===== src/rtl/svc_wdog_pkg.sv =====
package svc_wdog_pkg;

  typedef struct packed {
    logic hold;     // watchdog off: clear and keep count at zero
    logic restart;  // service or select change: count from zero
    logic expire;   // terminal count reached without service
  } wdogStrobe_t;

  localparam logic [1:0] SEL_OFF   = 2'b00;
  localparam logic [1:0] SEL_LONG  = 2'b01;
  localparam logic [1:0] SEL_SHORT = 2'b10;
  localparam logic [1:0] SEL_MID   = 2'b11;

endpackage


===== src/rtl/svc_wdog_dp.sv =====
module svc_wdog_dp
  import svc_wdog_pkg::*;
#(
  parameter int unsigned CNT_W     = 32,
  parameter int unsigned PER_LONG  = 40,
  parameter int unsigned PER_SHORT = 10,
  parameter int unsigned PER_MID   = 20
) (
  input  logic             clk,
  input  logic             rstN,
  input  logic [1:0]       periodSel,
  input  wdogStrobe_t      strobe,
  output logic [CNT_W-1:0] count,
  output logic             atTerm
);

  localparam logic [CNT_W-1:0] LAST_LONG  = CNT_W'(PER_LONG - 1);
  localparam logic [CNT_W-1:0] LAST_SHORT = CNT_W'(PER_SHORT - 1);
  localparam logic [CNT_W-1:0] LAST_MID   = CNT_W'(PER_MID - 1);

  logic [CNT_W-1:0] lastVal;

  always_comb begin
    unique case (periodSel)
      SEL_LONG:  lastVal = LAST_LONG;
      SEL_SHORT: lastVal = LAST_SHORT;
      SEL_MID:   lastVal = LAST_MID;
      default:   lastVal = '0;
    endcase
  end

  assign atTerm = (count == lastVal);

  always_ff @(posedge clk or negedge rstN) begin
    if (!rstN) begin
      count <= '0;
    end else if (strobe.hold || strobe.restart || strobe.expire) begin
      count <= '0;
    end else begin
      count <= count + 1'b1;
    end
  end

endmodule


===== src/rtl/svc_wdog_ctrl.sv =====
module svc_wdog_ctrl
  import svc_wdog_pkg::*;
(
  input  logic        clk,
  input  logic        rstN,
  input  logic [1:0]  periodSel,
  input  logic        statusRead,
  input  logic        atTerm,
  output wdogStrobe_t strobe,
  output logic        wdogEvent
);

  logic [1:0] selQ;

  always_comb begin
    strobe.hold    = (periodSel == SEL_OFF);
    strobe.restart = !strobe.hold && ((periodSel != selQ) || statusRead);
    strobe.expire  = !strobe.hold && !strobe.restart && atTerm;
  end

  always_ff @(posedge clk or negedge rstN) begin
    if (!rstN) begin
      selQ      <= SEL_OFF;
      wdogEvent <= 1'b0;
    end else begin
      selQ      <= periodSel;
      wdogEvent <= strobe.expire;
    end
  end

endmodule


===== src/rtl/svc_watchdog.sv =====
module svc_watchdog #(
  parameter int unsigned PER_LONG  = 820_000_000,
  parameter int unsigned PER_SHORT = 12_800_000,
  parameter int unsigned PER_MID   = 102_000_000
) (
  input  logic       clk,
  input  logic       rstN,
  input  logic [1:0] periodSel,
  input  logic       statusRead,
  output logic       wdogEvent
);
  import svc_wdog_pkg::*;

  localparam int unsigned PER_MAX_LS = (PER_LONG > PER_SHORT) ? PER_LONG : PER_SHORT;
  localparam int unsigned PER_MAX    = (PER_MAX_LS > PER_MID) ? PER_MAX_LS : PER_MID;
  localparam int unsigned CNT_W      = $clog2(PER_MAX + 1);

  wdogStrobe_t      strobe;
  logic [CNT_W-1:0] countVal;
  logic             atTerm;

  svc_wdog_ctrl u_ctrl (
    .clk        (clk),
    .rstN       (rstN),
    .periodSel  (periodSel),
    .statusRead (statusRead),
    .atTerm     (atTerm),
    .strobe     (strobe),
    .wdogEvent  (wdogEvent)
  );

  svc_wdog_dp #(
    .CNT_W     (CNT_W),
    .PER_LONG  (PER_LONG),
    .PER_SHORT (PER_SHORT),
    .PER_MID   (PER_MID)
  ) u_dp (
    .clk       (clk),
    .rstN      (rstN),
    .periodSel (periodSel),
    .strobe    (strobe),
    .count     (countVal),
    .atTerm    (atTerm)
  );

endmodule


===== config.mk =====
export PLATFORM = sky130hd
export DESIGN_NAME = svc_watchdog
export DESIGN_NICKNAME = d
export VERILOG_FILES = /design/src/rtl/svc_wdog_pkg.sv /design/src/rtl/svc_wdog_dp.sv /design/src/rtl/svc_wdog_ctrl.sv /design/src/rtl/svc_watchdog.sv
export SDC_FILE = /design/constraint.sdc
export NUM_CORES = 1
export LEC_CHECK = 0
export BUFFER_PORTS_ARGS = -buffer_cell sky130_fd_sc_hd__buf_2
export CORE_ASPECT_RATIO = 1.4
export CORE_MARGIN = 2
export CORE_UTILIZATION = 35
export DETAILED_ROUTE_END_ITERATION = 10
export GPL_ROUTABILITY_DRIVEN = 0
export GPL_TIMING_DRIVEN = 0
export PLACE_DENSITY = 0.58
export SLEW_MARGIN = 20
export SYNTH_ARGS = -nofsm -noshare
export SYNTH_HDL_FRONTEND = slang
export SYNTH_HIERARCHICAL = 1
export SYNTH_SLANG_ARGS = --single-unit

===== constraint.sdc =====
create_clock -name clk -period 6.4 [get_ports clk]
set_input_delay 0.64 -clock clk [delete_from_list [all_inputs] [get_ports clk]]
set_output_delay 0.64 -clock clk [all_outputs]
set_load 0.1 [all_outputs]

==> flow_summary.json <==
{
  "r2r-start": "u_dp/count[18]$_DFF_PN0_",
  "drt_first_pass_iters": 4,
  "yosys.area.top_type": "dfrtp_1",
  "timing.final.ws_setup_ns": 3.20,
  "fillers": 560,
  "die_h_um": 93.0,
  "yosysWarnings": 6,
  "cts.clk_slew.worst_paths_ns": 0.07,
  "cts_tree": "built",
  "htreeDepth": 2,
  "syn_nets": 223,
  "synth_seq_cells": 33,
  "seq_power_share": 0.514,
  "hold_viol_final": 0,
  "critPathCaptureType": "flip-flop",
  "first_iter_violations": 37,
  "grt.overflow.total": 0,
  "rows": 32,
  "rr_worst_depth": 10,
  "core_um2": 5490,
  "min_period_ns": 3.20,
  "cts_resized": 0,
  "initial_utilization": 0.361,
  "drv_cap": 0,
  "seq_area_frac_synth": 0.417,
  "path_max_fanout": 10,
  "antenna_left": 0,
  "antenna_cells": 0,
  "outcome": "complete, no violations",
  "comb_power_share": 0.064,
  "cp_data_arrival_time_ns": 3.34,
  "fmax_mhz": 313,
  "synthCells": 213,
  "finalMaxSlewViolations": 0,
  "postCtsHoldBufs": 0,
  "drive_gt1_frac": 0.0796,
  "p_per_area_nw_per_um2": 189,
  "synth_ff_type": "dfrtp_1",
  "p_leak_nw": 0.819,
  "avgSynthCellArea_um2": 9.30,
  "crit_required_ns": 6.55,
  "grt_pass1_wl_um": 8020,
  "design.die.area_um2": 6290,
  "r2r_slack_ns": 3.34,
  "fin_worst_skew_ns": 0.00341,
  "port_buffers": 5,
  "relSlewSlack": 0.506,
  "intPower_w": 0.000316,
  "ir_worst_vdd_mv": 0.149,
  "fin_tns_setup_ns": 0,
  "hold_path_class": "input port to asynchronous set/reset pin",
  "antenna_found_initial": 0,
  "r2r_end": "u_dp/count[21]$_DFF_PN0_",
  "wirelength_um": 4450,
  "ys_top_cells_by_area": "dfrtp_1 (42%), a21oi_1 (4.5%), or4_1 (4.5%), xnor2_1 (4.4%), nand4_1 (3.5%)",
  "ios": 6,
  "grt_pass1_vias": 1696,
  "track_usage": 0.166,
  "via_per_inst": 5.68,
  "synth-edff-count": 0,
  "crit_start": "periodSel[1]",
  "postCtsSetupBuffers": 0,
  "cts_buffers": 5,
  "endpoint": "u_dp/count[21]$_DFF_PN0_",
  "syn_area_um2": 1980,
  "fin_crit_sh": 0.499,
  "tightest_slew_ns": 0.741,
  "cts.path.max_buffers": 2,
  "clkPwrFrac": 0.422,
  "cts_sinks": 33,
  "setup_viol_count_final": 0,
  "drcViolationCount": 0,
  "synth_cell_type_count": 36,
  "async_reset_ff_frac": 1.00,
  "post-synth-top-area-fraction": 0.417,
  "finalNetCount": 235,
  "rsz0062_at_grt": "no",
  "final_util": 0.400,
  "switching_share": 0.238,
  "wl_per_cell_um": 15.1,
  "p_sw_w": 0.0000989,
  "dp_hpwl_um": 3300,
  "syn2layout_area_growth_pct": 10.7,
  "critPathKind": "input port to flip-flop",
  "dp_slack_ns": 2.87,
  "cts_root_buf": "clkbuf_8",
  "die_w_um": 67.6,
  "critPathLaunchType": "input port",
  "grt_max_degree": 34,
  "vias": 1669,
  "clkLatencyLatePin_ns": 0.29
}
power by group through the flow:
| stage | Combinational, W | Sequential [W] | Clock (W) |
|---|---|---|---|
| 3_3_place_gp | 0.0000272 | 0.000217 | 0 |
| 2_1_floorplan | 0.0000151 | 0.000217 | 0 |
| 4_1_cts | 0.0000273 | 0.000213 | 0.000182 |
| 6_report | 0.0000266 | 0.000213 | 0.000175 |
| 5_1_grt | 0.0000308 | 0.000213 | 0.000187 |
| 3_5_place_dp | 0.0000273 | 0.000217 | 0 |
registers in the layout, indices dropped and copies added, names as in the netlist:
signal,flops
u_dp/count,30
u_ctrl/wdogEvent,1
u_ctrl/selQ,2
Yosys cell counts, drive strengths merged, types with 2 or more instances:
master	number
nor4	7
and2	4
clkbuf	8
inv	6
nand2	15
nor3	4
a31oi	3
nor2	13
xnor2	10
and3	5
o41ai	2
or3	9
xor2	4
nand4	12
mux2i	3
dfrtp	33
ha	5
o21ai	9
and4	4
a21oi	18
nand3	9
o31ai	9
or4	12
per-stage QoR:
stage,power [W],hold slack [ns],instances,cell area [um2]
finish,0.000415,0.413,294,2190
global route,0.000432,0.480,294,2190
CTS,0.000423,0.432,294,2190
detailed placement,0.000244,0.558,286,2090
global placement,0.000244,0.549,286,2090
floorplan,0.000232,0.344,213,1980
cell usage in the layout (no fill, tap or decap), types with 2 or more instances in the layout:
cell type / synthesis / routed
and2_1: 4 / 4
clkbuf_1: 8 / 8
nand4_1: 11 / 11
o41ai_1: 2 / 2
a31oi_1: 3 / 3
o21ai_0: 8 / 8
clkbuf_8: 0 / 7
dfrtp_1: 33 / 33
mux2i_1: 3 / 3
nand3_1: 8 / 8
nor2_1: 13 / 13
and3_1: 5 / 5
xnor2_1: 10 / 10
buf_2: 0 / 5
nor3_1: 4 / 4
o31ai_1: 9 / 9
nor4_1: 7 / 7
or4_1: 12 / 12
inv_1: 6 / 6
a21oi_1: 18 / 18
or3_1: 8 / 8
xor2_1: 4 / 4
ha_1: 5 / 5
and4_1: 4 / 4
nand2_1: 15 / 15
worst min path at each step:
stage                                 endpoint  slack [ns]                    start
floorplan             u_ctrl/selQ[0]$_DFF_PN0_        0.34                     rstN
global placement       u_dp/count[0]$_DFF_PN0_        0.55  u_dp/count[0]$_DFF_PN0_
detailed placement     u_dp/count[0]$_DFF_PN0_        0.56  u_dp/count[0]$_DFF_PN0_
CTS                    u_dp/count[1]$_DFF_PN0_        0.43                     rstN
global route        u_ctrl/wdogEvent$_DFF_PN0_        0.48                     rstN
finish                u_dp/count[18]$_DFF_PN0_        0.41                     rstN
metal layers:
metal	up-vias	routed length, um	track usage
met5	-	0	0
met4	0	80	0.0663
met3	7	77	0.0277
met2	15	2330	0.290
met1	818	1960	0.197
li1	829	-	-
critical path, cell delays in order:
cell and delay [ns]:
buf_2 0.18, inv_1 0.08, ha_1 0.19, or4_1 0.40
mux2i_1 0.15, nand3_1 0.09, a2111oi_0 0.25, nor3b_2 0.29
or3_1 0.13, clkbuf_1 0.39, clkbuf_1 0.44, a21oi_1 0.10
kinds of logic (layout without fill, tap and decap cells):
logic type,after synthesis,after routing,synth area share
adder cells (fa/ha/maj),5,5,0.0316
AO/OA/AOI/OAI,44,44,0.135
buffers and inverters,15,28,0.0322
AND/OR/NAND/NOR,99,99,0.308
XOR/XNOR,14,14,0.0619
multiplexers,3,3,0.0152
flip-flops,33,33,0.417
layout make-up:
class / count / area, um2 / area share
clock buffers: 7 / 96.3 / 0.0439
clock inverters: 1 / 5.00 / 0.00228
plain buffers: 9 / 41.3 / 0.0188
inverters: 6 / 22.5 / 0.0103
multi-input cells: 165 / 1090 / 0.498
well taps: 68 / 85.1 / 0.0388
repair buffers: 5 / 25.0 / 0.0114
flip-flops and latches: 33 / 826 / 0.377
No activity file was read; power rests on OpenSTA's default activity.
